==> src/rtl/sramTestPkg.sv <==
package sramTestPkg;

  typedef enum logic [2:0] {
    PASS_ZERO  = 3'd0,
    PASS_ONES  = 3'd1,
    PASS_ALT   = 3'd2,
    PASS_WALK1 = 3'd3,
    PASS_WALK0 = 3'd4,
    PASS_ADDR  = 3'd5,
    PASS_FIB   = 3'd6
  } passT;

  // strobes from control to datapath
  typedef struct packed {
    logic clrPos;   // back to address 0, variant 0, sequence seed
    logic incSub;   // next variant at the same address
    logic incAddr;  // next address, variant 0, next sequence term
    logic capture;  // latch miscompare details
  } strobeT;

endpackage

==> src/rtl/sramTestDp.sv <==
module sramTestDp
  import sramTestPkg::*;
#(
  parameter int ADDR_W = 16,
  parameter int DATA_W = 8,
  parameter int OFFSET = 11
) (
  input  logic              clk,
  input  logic              rstN,
  input  strobeT            stb,
  input  passT              pass,
  input  logic [DATA_W-1:0] rdData,
  output logic [ADDR_W-1:0] addr,
  output logic [DATA_W-1:0] pattern,
  output logic              lastSub,
  output logic              lastAddr,
  output logic              mismatch,
  output logic [ADDR_W-1:0] failAddr,
  output logic [DATA_W-1:0] failExp,
  output logic [DATA_W-1:0] failAct,
  output logic [2:0]        failPass
);

  localparam int SUB_W = (DATA_W > 2) ? $clog2(DATA_W) : 1;
  localparam int SUM_W = ((ADDR_W > DATA_W) ? ADDR_W : DATA_W) + 1;

  logic [SUB_W-1:0]  sub;
  logic [DATA_W-1:0] fibCur, fibNxt;
  logic [DATA_W-1:0] altPat, walkBit;
  logic [SUM_W-1:0]  addrSum;

  // alternating pattern: even bit positions set
  for (genvar i = 0; i < DATA_W; i++) begin : g_alt
    assign altPat[i] = ((i % 2) == 0);
  end

  assign walkBit = DATA_W'(1) << sub;
  assign addrSum = SUM_W'(addr) + SUM_W'(OFFSET);

  always_comb begin
    unique case (pass)
      PASS_ZERO:  pattern = '0;
      PASS_ONES:  pattern = '1;
      PASS_ALT:   pattern = sub[0] ? ~altPat : altPat;
      PASS_WALK1: pattern = walkBit;
      PASS_WALK0: pattern = ~walkBit;
      PASS_ADDR:  pattern = addrSum[DATA_W-1:0];
      default:    pattern = fibCur;
    endcase
  end

  always_comb begin
    unique case (pass)
      PASS_ALT:               lastSub = (sub == SUB_W'(1));
      PASS_WALK1, PASS_WALK0: lastSub = (sub == SUB_W'(DATA_W-1));
      default:                lastSub = 1'b1;
    endcase
  end

  assign lastAddr = &addr;
  assign mismatch = (rdData != pattern);

  always_ff @(posedge clk or negedge rstN) begin
    if (!rstN) begin
      addr   <= '0;
      sub    <= '0;
      fibCur <= DATA_W'(1);
      fibNxt <= DATA_W'(1);
    end else if (stb.clrPos) begin
      addr   <= '0;
      sub    <= '0;
      fibCur <= DATA_W'(1);
      fibNxt <= DATA_W'(1);
    end else if (stb.incAddr) begin
      addr   <= addr + ADDR_W'(1);
      sub    <= '0;
      fibCur <= fibNxt;
      fibNxt <= fibCur + fibNxt;
    end else if (stb.incSub) begin
      sub    <= sub + SUB_W'(1);
    end
  end

  always_ff @(posedge clk or negedge rstN) begin
    if (!rstN) begin
      failAddr <= '0;
      failExp  <= '0;
      failAct  <= '0;
      failPass <= '0;
    end else if (stb.capture) begin
      failAddr <= addr;
      failExp  <= pattern;
      failAct  <= rdData;
      failPass <= pass;
    end
  end

  p_addr_step_r8: assert property (@(posedge clk) disable iff (!rstN)
    stb.incAddr && !stb.clrPos |=> addr == $past(addr) + ADDR_W'(1))
    else $error("address did not advance by one");

  p_sub_limit_r7: assert property (@(posedge clk) disable iff (!rstN)
    !(stb.incSub && lastSub))
    else $error("variant stepped past its last value");

  p_fib_step_r9: assert property (@(posedge clk) disable iff (!rstN)
    stb.incAddr && !stb.clrPos |=> fibCur == $past(fibNxt))
    else $error("sequence term did not advance");

endmodule

==> src/rtl/sramTestCtrl.sv <==
module sramTestCtrl
  import sramTestPkg::*;
#(
  parameter int RD_LAT = 2
) (
  input  logic   clk,
  input  logic   rstN,
  input  logic   start,
  input  logic   lastSub,
  input  logic   lastAddr,
  input  logic   mismatch,
  output strobeT stb,
  output passT   pass,
  output logic   memWe,
  output logic   memRe,
  output logic   busy,
  output logic   done,
  output logic   fail
);

  localparam int CNT_W = $clog2(RD_LAT + 1);

  typedef enum logic [2:0] {S_IDLE, S_WR, S_RD, S_WAIT, S_DONE} stateT;

  stateT            state, stateN;
  passT             passN;
  logic [CNT_W-1:0] waitCnt, waitN;
  logic             doneN, failN, fillPass, advPass;

  assign fillPass = (pass == PASS_ADDR) || (pass == PASS_FIB);

  always_comb begin
    stateN  = state;
    passN   = pass;
    waitN   = waitCnt;
    doneN   = done;
    failN   = fail;
    stb     = '0;
    advPass = 1'b0;
    unique case (state)
      S_IDLE, S_DONE: if (start) begin
        stb.clrPos = 1'b1;
        passN      = PASS_ZERO;
        doneN      = 1'b0;
        failN      = 1'b0;
        stateN     = S_WR;
      end
      S_WR: begin
        if (!fillPass) begin
          stateN = S_RD;
        end else if (lastAddr) begin
          stb.clrPos = 1'b1;           // fill finished: verify from address 0
          stateN     = S_RD;
        end else begin
          stb.incAddr = 1'b1;
        end
      end
      S_RD: begin
        waitN  = CNT_W'(1);
        stateN = S_WAIT;
      end
      S_WAIT: begin
        if (waitCnt == CNT_W'(RD_LAT)) begin
          if (mismatch) begin
            stb.capture = 1'b1;
            failN       = 1'b1;
            doneN       = 1'b1;
            stateN      = S_DONE;
          end else if (fillPass) begin
            if (!lastAddr) begin
              stb.incAddr = 1'b1;
              stateN      = S_RD;
            end else begin
              advPass = 1'b1;
            end
          end else if (!lastSub) begin
            stb.incSub = 1'b1;
            stateN     = S_WR;
          end else if (!lastAddr) begin
            stb.incAddr = 1'b1;
            stateN      = S_WR;
          end else begin
            advPass = 1'b1;
          end
        end else begin
          waitN = waitCnt + CNT_W'(1);
        end
        if (advPass) begin
          if (pass == PASS_FIB) begin
            doneN  = 1'b1;
            stateN = S_DONE;
          end else begin
            passN      = passT'(pass + 3'd1);
            stb.clrPos = 1'b1;
            stateN     = S_WR;
          end
        end
      end
      default: stateN = S_IDLE;
    endcase
  end

  always_ff @(posedge clk or negedge rstN) begin
    if (!rstN) begin
      state   <= S_IDLE;
      pass    <= PASS_ZERO;
      waitCnt <= '0;
      done    <= 1'b0;
      fail    <= 1'b0;
    end else begin
      state   <= stateN;
      pass    <= passN;
      waitCnt <= waitN;
      done    <= doneN;
      fail    <= failN;
    end
  end

  assign memWe = (state == S_WR);
  assign memRe = (state == S_RD);
  assign busy  = (state == S_WR) || (state == S_RD) || (state == S_WAIT);

  p_we_re_excl_r3: assert property (@(posedge clk) disable iff (!rstN)
    !(memWe && memRe))
    else $error("write and read enable together");

  p_rd_then_wait_r3: assert property (@(posedge clk) disable iff (!rstN)
    memRe |=> !memRe && !memWe)
    else $error("memory access during read wait");

  p_pass_order_r4: assert property (@(posedge clk) disable iff (!rstN)
    pass != $past(pass) |-> (pass == passT'($past(pass) + 3'd1)) || (pass == PASS_ZERO))
    else $error("pass order broken");

  p_fail_done_r10: assert property (@(posedge clk) disable iff (!rstN)
    fail |-> done && !busy)
    else $error("fail without done");

  p_hold_result_r10: assert property (@(posedge clk) disable iff (!rstN)
    done && !start |=> done && $stable(fail))
    else $error("result not held");

endmodule

==> src/rtl/sramSelfTest.sv <==
module sramSelfTest
  import sramTestPkg::*;
#(
  parameter int ADDR_W = 16,
  parameter int DATA_W = 8,
  parameter int RD_LAT = 2
) (
  input  logic              clk,
  input  logic              rstN,
  input  logic              start,
  output logic              busy,
  output logic              done,
  output logic              fail,
  output logic [ADDR_W-1:0] failAddr,
  output logic [DATA_W-1:0] failExpect,
  output logic [DATA_W-1:0] failActual,
  output logic [2:0]        failPass,
  output logic [ADDR_W-1:0] memAddr,
  output logic [DATA_W-1:0] memWdata,
  input  logic [DATA_W-1:0] memRdata,
  output logic              memWe,
  output logic              memRe
);

  strobeT stb;
  passT   pass;
  logic   lastSub, lastAddr, mismatch;

  sramTestCtrl #(.RD_LAT(RD_LAT)) uCtrl (
    .clk(clk), .rstN(rstN), .start(start),
    .lastSub(lastSub), .lastAddr(lastAddr), .mismatch(mismatch),
    .stb(stb), .pass(pass), .memWe(memWe), .memRe(memRe),
    .busy(busy), .done(done), .fail(fail)
  );

  sramTestDp #(.ADDR_W(ADDR_W), .DATA_W(DATA_W), .OFFSET(11)) uDp (
    .clk(clk), .rstN(rstN), .stb(stb), .pass(pass), .rdData(memRdata),
    .addr(memAddr), .pattern(memWdata),
    .lastSub(lastSub), .lastAddr(lastAddr), .mismatch(mismatch),
    .failAddr(failAddr), .failExp(failExpect), .failAct(failActual),
    .failPass(failPass)
  );

endmodule

==> config.mk <==
export PLATFORM = sky130hd
export DESIGN_NAME = sramSelfTest
export DESIGN_NICKNAME = d
export VERILOG_FILES = /design/src/rtl/sramTestPkg.sv /design/src/rtl/sramTestDp.sv /design/src/rtl/sramTestCtrl.sv /design/src/rtl/sramSelfTest.sv
export SDC_FILE = /design/constraint.sdc
export NUM_CORES = 1
export LEC_CHECK = 0
export ABC_CLOCK_PERIOD_IN_PS = 5200
export CORE_MARGIN = 5
export CORE_UTILIZATION = 64
export DETAILED_ROUTE_END_ITERATION = 10
export DONT_BUFFER_PORTS = 1
export GPL_TIMING_DRIVEN = 0
export PLACE_DENSITY = 0.91
export SLEW_MARGIN = 10
export SYNTH_ARGS = -nofsm -noshare
export SYNTH_HDL_FRONTEND = slang
export SYNTH_HIERARCHICAL = 1
export SYNTH_SLANG_ARGS = --single-unit
==> constraint.sdc <==
create_clock -name clk -period 5.2 [get_ports clk]
set_clock_uncertainty 0.2 [all_clocks]
set_input_delay 0.26 -clock clk [delete_from_list [all_inputs] [get_ports clk]]
set_output_delay 0.26 -clock clk [all_outputs]
set_load 0.1 [all_outputs]
==> results.md, run 1 <==
* Placed Cells incl. Taps at 583
* CORE AREA at 0.007214 mm^2
* Fmax at 199.2 MHz
* Fin cells at 613
* Synth warn at 6
* Crit end category: flop
* Pre-antenna DRT Iters at 6
* Worst slack at placement at -0.7169 ns
* # diodes at 0
* Number of global-route vias before repair at 4,115
* Clk slew on worst S/H paths at 0.10 ns
* Detail Placement HPWL at 8711 um
* Largest family of logic cells by synthesized area: simple AND/OR/NAND/NOR gates
* Largest stage delay, worst path at 0.62 ns
* Pins Over Slew Limit at 0
* Setup ws final at 0.1787 ns
* Total global-route track usage at 0.3041
* Die area at 0.009157 mm^2
* Total global routing overflow at 0
* Peak supply drop at 0.1953 mV
* FFs w/ async S/R, synth at 1.000
* Initial Util at 0.6514
* Clock root buffer: clkbuf_8
* Final setup violation count at 0
* Final nets at 541
* Post-synth top area share at 0.4153
* Slowest-stage cell, CP: o2bb2ai_4
* HP Class: in -> reg
* Period Utilization, post-route at 0.9656
* 1st-iter DRT viols at 392
* Total leakage power at 0.002457 uW
* Leading area contributor after synthesis: dfrtp_1
* Layout Utilization at 0.7615
* Post-synth EDFFs at 0
* Final Hold Fails at 0
* Post-Route Setup TNS at 0 ns
* Simple-gate portion of the synthesized area at 0.1512
* Vias post-DR at 4,078
* Htree depth at 3
* Crit path top cell by count: nor2_1
* Initial antenna violation count at 0
* Worst skew pair latency at 0.36 ns
* Post-synthesis adder-cell area fraction at 0.05751
* Final ANT Viol Nets at 0
* M2 GR Usage at 0.5055
* Crit path max fanout at 10
* Share of layout cells above drive strength 1 at 0.2296
* Drt drc at 0
* WL/cell at 21.86 um
* Gpl congestion at 0.9671
* Top cells by area, synth: dfrtp_1 42%, mux2_2 8.6%, ha_1 5.3%, nor2_1 4.5%, mux2i_1 3.0%
* Std-Cell Rows at 31
* DR vias/cell at 6.653
* Slew HR at 0.2939
* Compound-cell area share of the yosys netlist at 0.1438
* Buffers on Ports at 0
* Post-synth cell types at 66
* CTS buffer count at 9
* GR peak layer: met2
* Max Cap Viol at 0
* DIE HEIGHT at 95.69 um
* Area delta synth->final at 16.91%
* Status: completed
* Met3 GRT Util at 0.06177
* Synth Area in XOR/XNOR at 0.05937
* Routed WL at 13,400 um
* Clock sink count at 80
* Post-synthesis sequential area ratio at 0.4265
* Seq cells post-synth at 80
* CP Class: reg -> reg
* GRT met1 Usage at 0.3806
* Mapped Avg Cell Area at 9.957 um^2
* Mapped Area at 0.004700 mm^2
* Worst Tran Pin Value at 1.059 ns
* Total power at 2009 uW
* Critical-path cell list: buf_2, or3_1, and3_1, o2bb2ai_4, xor2_1, a211oi_2, a21boi_1, nand4_1, nor2_1, a21oi_1, a2111oi_2, buf_4, nor2_1, nor4_2, and2_1, nor2b_2, nor2b_1, xnor2_1, nor2_1
* Clock buffer depth at 2
* Ys flop type: dfrtp_1
* Syn Inst Count at 472
* Critical Path Source Type: flop
* Post-synthesis mux area share at 0.1161
* Power density over the cells at 365.7 mW/mm^2
* CP required at 5.24 ns
* Post-Syn Nets at 504
* Die Width at 95.69 um
* Tmin final at 5.021 ns
* CP arrival at 5.06 ns
* CTS tree: built
* First-pass GRT wire length at 21,350 um
* Largest net degree at the start of global routing at 81
* IO Count at 75
## stage by stage
stage          hold slack [ns]  area (um^2)
2_1_floorplan          -0.2356         4725
3_3_place_gp           -0.2338         4848
3_5_place_dp           -0.2335         5056
4_1_cts                0.04677         5436
5_1_grt                 0.1022         5494
6_report               0.09357         5494
## worst paths after layout
| path | to | from | slack [ns] | cells past startpoint |
|---|---|---|---|---|
| setup / recovery | uDp/addr[15] | uCtrl/pass[2] | 0.18 | 19 |
| hold / removal | uCtrl/fail | start | 0.09 | 2 |
| setup reg to reg | uDp/addr[15] | uCtrl/pass[2] | 0.18 | 19 |
| hold reg to reg | uCtrl/waitCnt[0] | uCtrl/waitCnt[0] | 0.27 | 1 |
| max in group asynchronous | uDp/fibNxt[0] | rstN | 4.15 | 2 |
| min in group asynchronous | uDp/failAddr[12] | rstN | 0.26 | 2 |
## area by class of cell
cell class              instances  area [um^2]
clock buffers                  10        137.6
flip-flops and latches         80         2023
repair buffers                 28        350.3
fillers                       436         1720
multi-input cells             342         2572
clock inverters                 6        75.07
inverters                      22        82.58
well taps                      99        123.9
plain buffers                  26        128.9
## what timing repair did
action                                 in CTS  in global routing
gates resized for setup                    13                 10
pin swaps                                   1                  3
setup endpoints to repair                  59                 22
endpoints found under the hold margin      88                  0
buffers inserted                            2                  4
hold buffers                               10                  0
## state kept, by name (all words and copies together), names as in the netlist
signal	flops
uDp/failPass	3
uCtrl/done	1
uDp/fibCur	8
uCtrl/pass	3
uDp/failAddr	16
uDp/fibNxt	8
uDp/addr	16
uDp/failAct	8
uCtrl/fail	1
uCtrl/state	3
uDp/failExp	8
uDp/sub	3
uCtrl/waitCnt	2
## critical path, delay by kind of cell (launching register included)
family / cells / cell delay (ns)
buffers and inverters: 2 / 0.40
DFF: 1 / 0.41
AOI/OAI and AO/OA: 5 / 1.58
xor gates and xnor gates: 2 / 0.32
and+or+nand+nor: 10 / 1.99
## per-layer routing
metal | routed length, um | share of wire
met5 | 0 | 0
met3 | 1470 | 0.11
met2 | 6339 | 0.47
met4 | 621 | 0.046
met1 | 4968 | 0.37
## Yosys cell counts (3+ instances only)
| master | n |
|---|---|
| dfrtp_1 | 78 |
| a31oi_1 | 3 |
| mux2i_1 | 14 |
| nand3b_1 | 3 |
| or3_1 | 4 |
| a211oi_1 | 7 |
| xor2_1 | 14 |
| nor4_1 | 3 |
| inv_1 | 21 |
| o211ai_1 | 3 |
| and2_1 | 3 |
| nor3_1 | 7 |
| buf_1 | 7 |
| nor2_1 | 56 |
| o22ai_1 | 4 |
| buf_2 | 9 |
| nand2_1 | 24 |
| clkbuf_1 | 10 |
| a21o_1 | 5 |
| o41ai_1 | 4 |
| nand3_1 | 10 |
| a21oi_1 | 26 |
| xnor2_1 | 16 |
| mux2_2 | 36 |
| ha_1 | 20 |
| nand2b_1 | 5 |
| o21a_1 | 3 |
| nor2b_1 | 7 |
| o21ai_0 | 15 |
| a211o_1 | 3 |
| nand4_1 | 9 |
## power breakdown
| part | switching [uW] | leakage, uW | internal, uW | total (uW) |
|---|---|---|---|---|
| registers | 369 | 0.00106 | 673 | 1040 |
| clock network | 252 | 0.000105 | 243 | 494 |
| logic | 314 | 0.00129 | 159 | 473 |
## cells by family after synthesis
group	Yosys count
flip-flops	80
multiplexers	50
AO/OA/AOI/OAI	96
adder cells (fa/ha/maj)	21
buffers and inverters	50
XOR/XNOR	31
AND/OR/NAND/NOR	144
## cell usage in the layout, fill, tap and decap left out, types with 4 or more instances in the layout
master and instances:
nand2_1 24, nor2_1 50, clkbuf_8 10, nor2b_1 6
a21o_1 5, o41ai_1 4, nand3_1 9, buf_16 7
a2111oi_2 4, buf_2 9, ha_1 20, dfrtp_1 69
mux2i_1 14, dfrtp_2 6, a211oi_1 6, dlygate4sd3_1 9
mux2_2 36, buf_1 12, o22ai_1 4, nor2_2 5
xor2_1 14, clkbuf_1 7, or3_1 4, nand4_1 9
buf_4 7, o21ai_0 13, inv_1 21, xnor2_1 16
a21oi_1 24, nand2b_1 5, nor3_1 7
No activity file was read; power rests on OpenSTA's default activity.
==> run 2: changes to the inputs <==
--- a/config.mk
+++ b/config.mk
@@ -5,13 +5,14 @@
 export SDC_FILE = /design/constraint.sdc
 export NUM_CORES = 1
 export LEC_CHECK = 0
-export ABC_CLOCK_PERIOD_IN_PS = 5200
+export ABC_CLOCK_PERIOD_IN_PS = 6350
+export CAP_MARGIN = 15
 export CORE_MARGIN = 5
-export CORE_UTILIZATION = 64
+export CORE_UTILIZATION = 65
 export DETAILED_ROUTE_END_ITERATION = 10
 export DONT_BUFFER_PORTS = 1
 export GPL_TIMING_DRIVEN = 0
-export PLACE_DENSITY = 0.91
+export PLACE_DENSITY = 0.82
 export SLEW_MARGIN = 10
 export SYNTH_ARGS = -nofsm -noshare
 export SYNTH_HDL_FRONTEND = slang
==> constraint.sdc (replaced) <==
create_clock -name clk -period 6.35 [get_ports clk]
set_clock_uncertainty 0.2 [all_clocks]
set_input_delay 0.3175 -clock clk [delete_from_list [all_inputs] [get_ports clk]]
set_output_delay 0.3175 -clock clk [all_outputs]
set_load 0.1 [all_outputs]
==> run 2 against run 1 <==
- via count decreased by 4.3%
- die area shrank 1.4%
- flip-flop and latch count unchanged
- power decreased by 19%
- largest cell class unchanged
==> results.md, run 2 (synthesis results as in run 1) <==
* Clock sink count at 80 (unchanged)
* Final ANT Viol Nets at 0 (unchanged)
* FF/Latch Area at 0.002011 mm^2 (-0.62%)
* Most common cell after layout, fill and taps aside: dfrtp_1
* HP Class: in -> reg
* Final nets at 543 (+0.37%)
* Crit path max fanout at 10 (unchanged)
* Crit path top cell by count: nor2_1
* Post-CTS setup buffers at 0 (-2)
* Crit path buffers/inverters at 2 (unchanged)
* Setup ws final at 0.2994 ns (+0.1207 ns)
* Area delta synth->final at 16.56%
* Placed Cells incl. Taps at 589 (+1.0%)
* Share of layout cells above drive strength 1 at 0.1996 (-0.02996)
* First-pass GRT wire length at 20,100 um (-5.9%)
* Worst skew pair latency at 0.37 ns (about the same)
* CP arrival at 6.09 ns (+1.03 ns)
* Fin cells at 615 (+0.33%)
* Die Width at 95.03 um (-0.69%)
* Status: completed
* Pre-antenna DRT Iters at 5 (-1)
* Delay-heaviest family, CP: simple AND/OR/NAND/NOR gates
* Hold Worst Slack at 0.05369 ns (-0.03988 ns)
* DR vias/cell at 6.343 (-4.7%)
* CP Class: reg -> reg
* CTS tree: built
* WL/cell at 20.54 um (-6.0%)
* Tmin final at 6.051 ns (+1.029 ns)
* Drt drc at 0 (unchanged)
* Final Hold Fails at 0 (unchanged)
* Pins Over Slew Limit at 0 (unchanged)
* Critical Path Source Type: flop
* DIE HEIGHT at 95.03 um (-0.69%)
* Critical-path cell list: inv_1, ha_1, a21oi_1, a211oi_1, nor3_1, a211oi_1, a21boi_0, nand4_1, nor2_1, a21oi_1, a2111oi_0, clkbuf_1, nor2_1, nor4_1, and2_1, nor2b_1, nor2b_1, xnor2_1, nor2_1
* Largest registers: uDp/addr (16), uDp/failAddr (16)
* Gpl congestion at 0.8963 (-7.3%)
* Clk slew on worst S/H paths at 0.09 ns (about the same)
* Most frequent cells in the layout: 73 x dfrtp_1, 50 x nor2_1, 36 x mux2_2
* Slew HR at 0.2737 (-0.02015)
* Slowest-stage cell, CP: dfrtp_2
* Largest stage delay, worst path at 0.80 ns (+0.18 ns)
* CORE AREA at 0.007137 mm^2 (-1.1%)
* Std-Cell Rows at 31 (unchanged)
* CTS buffer count at 9 (unchanged)
* Initial antenna violation count at 0 (unchanged)
* Crit end category: flop
* Fmax at 165.3 MHz (-17%)
* Fill cells at 460 (+5.5%)
* RSZ-0062 raised after global routing: no
* Worst slack at placement at 0.2236 ns (+0.9406 ns)
* Largest net degree at the start of global routing at 81 (unchanged)
* Buffers on Ports at 0 (unchanged)
* Detail Placement HPWL at 8674 um (-0.43%)
* IO Count at 75 (unchanged)
* Area of the multi-input gates at 0.002519 mm^2 (-2.1%)
* CP required at 6.39 ns (+1.15 ns)
* Power density over the cells at 298.9 mW/mm^2 (-18%)
* Initial Util at 0.6585 (+0.007080)
* 1st-iter DRT viols at 339 (-14%)
* Peak supply drop at 0.1961 mV (+0.40%)
* # diodes at 0 (unchanged)
* Total leakage power at 0.002447 uW (-0.41%)
* Period Utilization, post-route at 0.9529 (-0.01278)
* Routed WL at 12,630 um (-5.7%)
* Total global-route track usage at 0.2924 (-0.01170)
* Die area at 0.009031 mm^2 (-1.4%)
* Number of global-route vias before repair at 3,881 (-5.7%)
* Max Cap Viol at 0 (unchanged)
* Vias post-DR at 3,901 (-4.3%)
* Total global routing overflow at 0 (unchanged)
* Clock buffer depth at 2 (unchanged)
* Final setup violation count at 0 (unchanged)
* Clock root buffer: clkbuf_8
* Worst Tran Pin Value at 1.089 ns (+0.03022 ns)
* Htree depth at 3 (unchanged)
[run 2: through the flow]
| step | util | setup TNS [ns] | area (um^2) | power (uW) |
|---|---|---|---|---|
| detailed placement | 0.7198 | 0 | 5137 | 1213 |
| CTS | 0.7660 | 0 | 5466 | 1628 |
| global route | 0.7675 | 0 | 5478 | 1694 |
| global placement | 0.6758 | -3.109 | 4823 | 1131 |
| floorplan | - | 0 | 4700 | 1088 |
| finish | 0.7675 | 0 | 5478 | 1637 |
[run 2: layer usage]
metal	GRT usage	up-vias	wire length, um
li1	-	1758	-
met1	0.3765	1898	5011
met2	0.4627	197	6106
met3	0.07814	48	1028
met4	0.1334	0	486
met5	0	-	0
[run 2: path summary, 6_finish.rpt]
check,from,endpoint,slack [ns],depth (start not counted)
hold / removal,start,uCtrl/state[1],0.05,3
hold reg to reg,uCtrl/waitCnt[0],uCtrl/waitCnt[0],0.30,1
min in group asynchronous,rstN,uDp/failAct[3],0.35,2
max in group asynchronous,rstN,uDp/fibCur[0],5.25,2
setup / recovery,uDp/addr[0],uDp/addr[15],0.30,19
setup reg to reg,uDp/addr[0],uDp/addr[15],0.30,19
[run 2: power breakdown]
part	internal [uW]	switching (uW)
Clock	198	203
Combinational	132	249
Sequential	551	304
[run 2: worst reg2reg max path: stages, from the launching register on]
cell       delay (ns)
dfrtp_2          0.80
inv_1            0.17
ha_1             0.35
a21oi_1          0.08
a211oi_1         0.50
nor3_1           0.11
a211oi_1         0.28
a21boi_0         0.40
nand4_1          0.35
nor2_1           0.19
a21oi_1          0.05
a2111oi_0        0.50
clkbuf_1         0.44
nor2_1           0.20
nor4_1           0.32
and2_1           0.25
nor2b_1          0.28
nor2b_1          0.24
xnor2_1          0.17
nor2_1           0.07
[run 2: repair_timing]
item                                   4_1_cts  5_1_grt
resized for setup                            0        6
endpoints found under the hold margin       88        0
hold buffers                                10        0
setup endpoints to repair                    0        4
[run 2: cell type report]
cell class / instances / share of cell area
buffer: 28 / 0.02398
multi-input combinational: 342 / 0.4598
sequential: 80 / 0.3671
clock buffer: 10 / 0.02513
clock inverter: 6 / 0.01348
timing repair buffer: 28 / 0.07286
inverter: 22 / 0.01508
tap: 99 / 0.02261
==> run 3: changes to the inputs <==
--- a/config.mk
+++ b/config.mk
@@ -5,14 +5,15 @@
 export SDC_FILE = /design/constraint.sdc
 export NUM_CORES = 1
 export LEC_CHECK = 0
-export ABC_CLOCK_PERIOD_IN_PS = 6350
+export ABC_CLOCK_PERIOD_IN_PS = 7300
 export CAP_MARGIN = 15
 export CORE_MARGIN = 5
 export CORE_UTILIZATION = 65
 export DETAILED_ROUTE_END_ITERATION = 10
 export DONT_BUFFER_PORTS = 1
 export GPL_TIMING_DRIVEN = 0
-export PLACE_DENSITY = 0.82
+export PLACE_DENSITY_LB_ADDON = 0.1
+export RECOVER_POWER = 25
 export SLEW_MARGIN = 10
 export SYNTH_ARGS = -nofsm -noshare
 export SYNTH_HDL_FRONTEND = slang
==> constraint.sdc (replaced) <==
create_clock -name clk -period 7.3 [get_ports clk]
set_clock_uncertainty 0.2 [all_clocks]
set_input_delay 0.365 -clock clk [delete_from_list [all_inputs] [get_ports clk]]
set_output_delay 0.365 -clock clk [all_outputs]
set_load 0.1 [all_outputs]
==> run 3 against run 2 <==
- the flow now finishes with violations (capacitance limit, slew limit)
- die area did not move
- sequential power fell by 14%
- power fell by 15%
- global-route usage fell by 2.2 points
- cell count did not move
- flip-flop and latch count did not move
- fmax fell by 0.91%
- first-iteration DRC count rose by 12%
- register-to-register slack improved by 0.89 ns
- largest power group unchanged
- highest routed layer unchanged
==> results.md, run 3 (synthesis results as in run 1) <==
* Final Hold Fails at 0 (unchanged)
* CTS Hold Buffers Added at 10 (unchanged)
* Largest net degree at the start of global routing at 81 (unchanged)
* DIE HEIGHT at 95.03 um (unchanged)
* Pre-antenna DRT Iters at 5 (unchanged)
* Drt drc at 0 (unchanged)
* Total global routing overflow at 0 (unchanged)
* Area delta synth->final at 15.81%
* Post-CTS setup buffers at 0 (unchanged)
* Die area at 0.009031 mm^2 (unchanged)
* Max Cap Viol at 1 (+1)
* WL/cell at 18.85 um (-8.2%)
* Clock buffer depth at 2 (unchanged)
* Peak supply drop at 0.1457 mV (-26%)
* Largest registers: uDp/addr (16), uDp/failAddr (16)
* RSZ-0062 raised after global routing: no
* Total global-route track usage at 0.2705 (-0.02190)
* CP arrival at 6.12 ns (+0.03 ns)
* Fin area at 0.005443 mm^2 (-0.64%)
* Post-cts resize count at 0 (unchanged)
* Critical Path Source Type: flop
* CTS tree: built
* CTS buffer count at 9 (unchanged)
* Levels on crit path at 20 (+1)
* Final setup violation count at 0 (unchanged)
* Detail Placement HPWL at 8356 um (-3.7%)
* GR peak layer: met2
* Pins Over Slew Limit at 81 (+81)
* Flop-to-flop setup slack at 1.19 ns (+0.89 ns)
* CP required at 7.31 ns (+0.92 ns)
* Period Utilization, post-route at 0.8364 (-0.1164)
* Placed inst area at 0.005137 mm^2 (unchanged)
* 1st-iter DRT viols at 380 (+12%)
* Total leakage power at 0.002448 uW (about the same)
* Initial antenna violation count at 0 (unchanged)
* IO Count at 75 (unchanged)
* Die Width at 95.03 um (unchanged)
* Crit path from: uDp/addr[0]
* Clock sink count at 80 (unchanged)
* Std-Cell Rows at 31 (unchanged)
* HP Class: in -> reg
* Power density over the cells at 256.9 mW/mm^2 (-14%)
* Fin cells at 615 (unchanged)
* Initial Util at 0.6585 (unchanged)
* # diodes at 0 (unchanged)
* Failing checks: capacitance limit, slew limit
* Most common cell after layout, fill and taps aside: dfrtp_1
* Worst r2r src: uDp/addr[0]
* CP Class: reg -> reg
* First-pass GRT wire length at 19,230 um (-4.3%)
* Slew HR at -1.728 (-2.001)
* Buffers on Ports at 0 (unchanged)
* Post-Route Setup TNS at 0 ns (unchanged)
* CORE AREA at 0.007137 mm^2 (unchanged)
* Met3 GRT Util at 0.05288 (-0.02526)
* Number of global-route vias before repair at 3,831 (-1.3%)
* Gpl congestion at 0.9106 (+1.6%)
* Vias post-DR at 3,795 (-2.7%)
* R2r endpoint: uDp/addr[15]
* Clk slew on worst S/H paths at 0.09 ns (about the same)
* Share of layout cells above drive strength 1 at 0.1860 (-0.01357)
* Crit path max fanout at 10 (unchanged)
* Largest stage delay, worst path at 1.11 ns (+0.31 ns)
* Status: complete, but fails checks
* Reg2reg path depth at 20 (+1)
* Routed WL at 11,590 um (-8.2%)
* GRT met1 Usage at 0.3658 (-0.01076)
* Most frequent cells in the layout: 78 x dfrtp_1, 50 x nor2_1, 36 x mux2_2
* Tmin final at 6.106 ns (+0.05536 ns)
* Final nets at 543 (unchanged)
* DR vias/cell at 6.171 (-2.7%)
* Slowest-stage cell, CP: dfrtp_1
* Worst skew pair latency at 0.35 ns (-0.02 ns)
* Delay-heaviest family, CP: simple AND/OR/NAND/NOR gates
* Crit path top cell by count: nor2_1
* Crit end category: flop
* Final ANT Viol Nets at 0 (unchanged)
* CP Capture Point: uDp/addr[15]
* Htree depth at 3 (unchanged)
* M2 GR Usage at 0.4398 (-0.02290)
* Layout Utilization at 0.7626 (-0.004909)
* Crit path buffers/inverters at 2 (unchanged)
* Clock root buffer: clkbuf_8
* Worst Tran Pin Value at 4.092 ns (+3.002 ns)
* Critical-path cell list: inv_1, ha_1, xor2_2, a21oi_2, a2111oi_4, xnor2_1, a21o_1, a2111oi_2, nand4_1, nor2_1, a21oi_1, a2111oi_0, clkbuf_1, nor2_1, nor4_1, and2_1, nor2b_1, nor2b_1, xnor2_1, nor2_1
* Placed Cells incl. Taps at 589 (unchanged)
* Fmax at 163.8 MHz (-0.91%)
==> run 3: changes by cell type in the layout (fill, tap and decap cells not counted) <==
| cell | change |
|---|---|
| dfrtp_2 | -5 |
| dfrtp_1 | +5 |
| buf_16 | -1 |
| clkinv_4 | +3 |
| clkbuf_1 | +1 |
| inv_8 | -1 |
| a2111oi_2 | -1 |
| clkinvlp_4 | -2 |
| a2111oi_1 | +1 |
==> run 3: worst register-to-register path: stages, from the launching register on <==
cell,delay [ns]
dfrtp_1,1.11
inv_1,0.21
ha_1,0.31
xor2_2,0.15
a21oi_2,0.10
a2111oi_4,0.46
xnor2_1,0.12
a21o_1,0.17
a2111oi_2,0.33
nand4_1,0.35
nor2_1,0.19
a21oi_1,0.05
a2111oi_0,0.38
clkbuf_1,0.44
nor2_1,0.17
nor4_1,0.28
and2_1,0.26
nor2b_1,0.29
nor2b_1,0.20
xnor2_1,0.13
nor2_1,0.06
==> run 3: layer usage <==
layer  wire, um  vias up
met5          0        -
met4        204        0
met3        891       17
met2       5585      151
met1       4910     1868
li1           -     1759
==> run 3: final cells by class <==
cell class | count | area, um^2
buffer | 28 | 131.4
clock buffer | 10 | 137.6
fill | 489 | 1694
tap | 99 | 123.9
inverter | 22 | 82.58
timing repair buffer | 28 | 375.4
clock inverter | 6 | 73.82
multi-input combinational | 342 | 2514
sequential | 80 | 2004
==> run 3: where the power goes <==
part | internal, uW | switching [uW]
Clock | 172 | 170
Combinational | 112 | 206
Sequential | 480 | 260
Total | 763 | 635
==> run 3: how the worst min path moves through the flow <==
| stage | start | to | cells after the start |
|---|---|---|---|
| 2_1_floorplan | rstN | uCtrl/done | 0 |
| 3_3_place_gp | rstN | uCtrl/waitCnt[0] | 0 |
| 3_5_place_dp | rstN | uCtrl/waitCnt[0] | 0 |
| 4_1_cts | start | uCtrl/state[1] | 3 |
| 5_1_grt | start | uCtrl/state[1] | 3 |
| 6_report | start | uCtrl/state[1] | 3 |
==> run 3: metrics by stage <==
stage | setup slack, ns | hold WS [ns] | power (uW)
final | 1.194 | 0.1471 | 1398
after global routing | 0.7096 | 0.1529 | 1451
after CTS | 1.225 | 0.1261 | 1401
after detailed placement | 1.358 | -0.1287 | 1050
after global placement | -0.5879 | -0.1288 | 985.0
after floorplan | 0.5349 | -0.1306 | 946.5
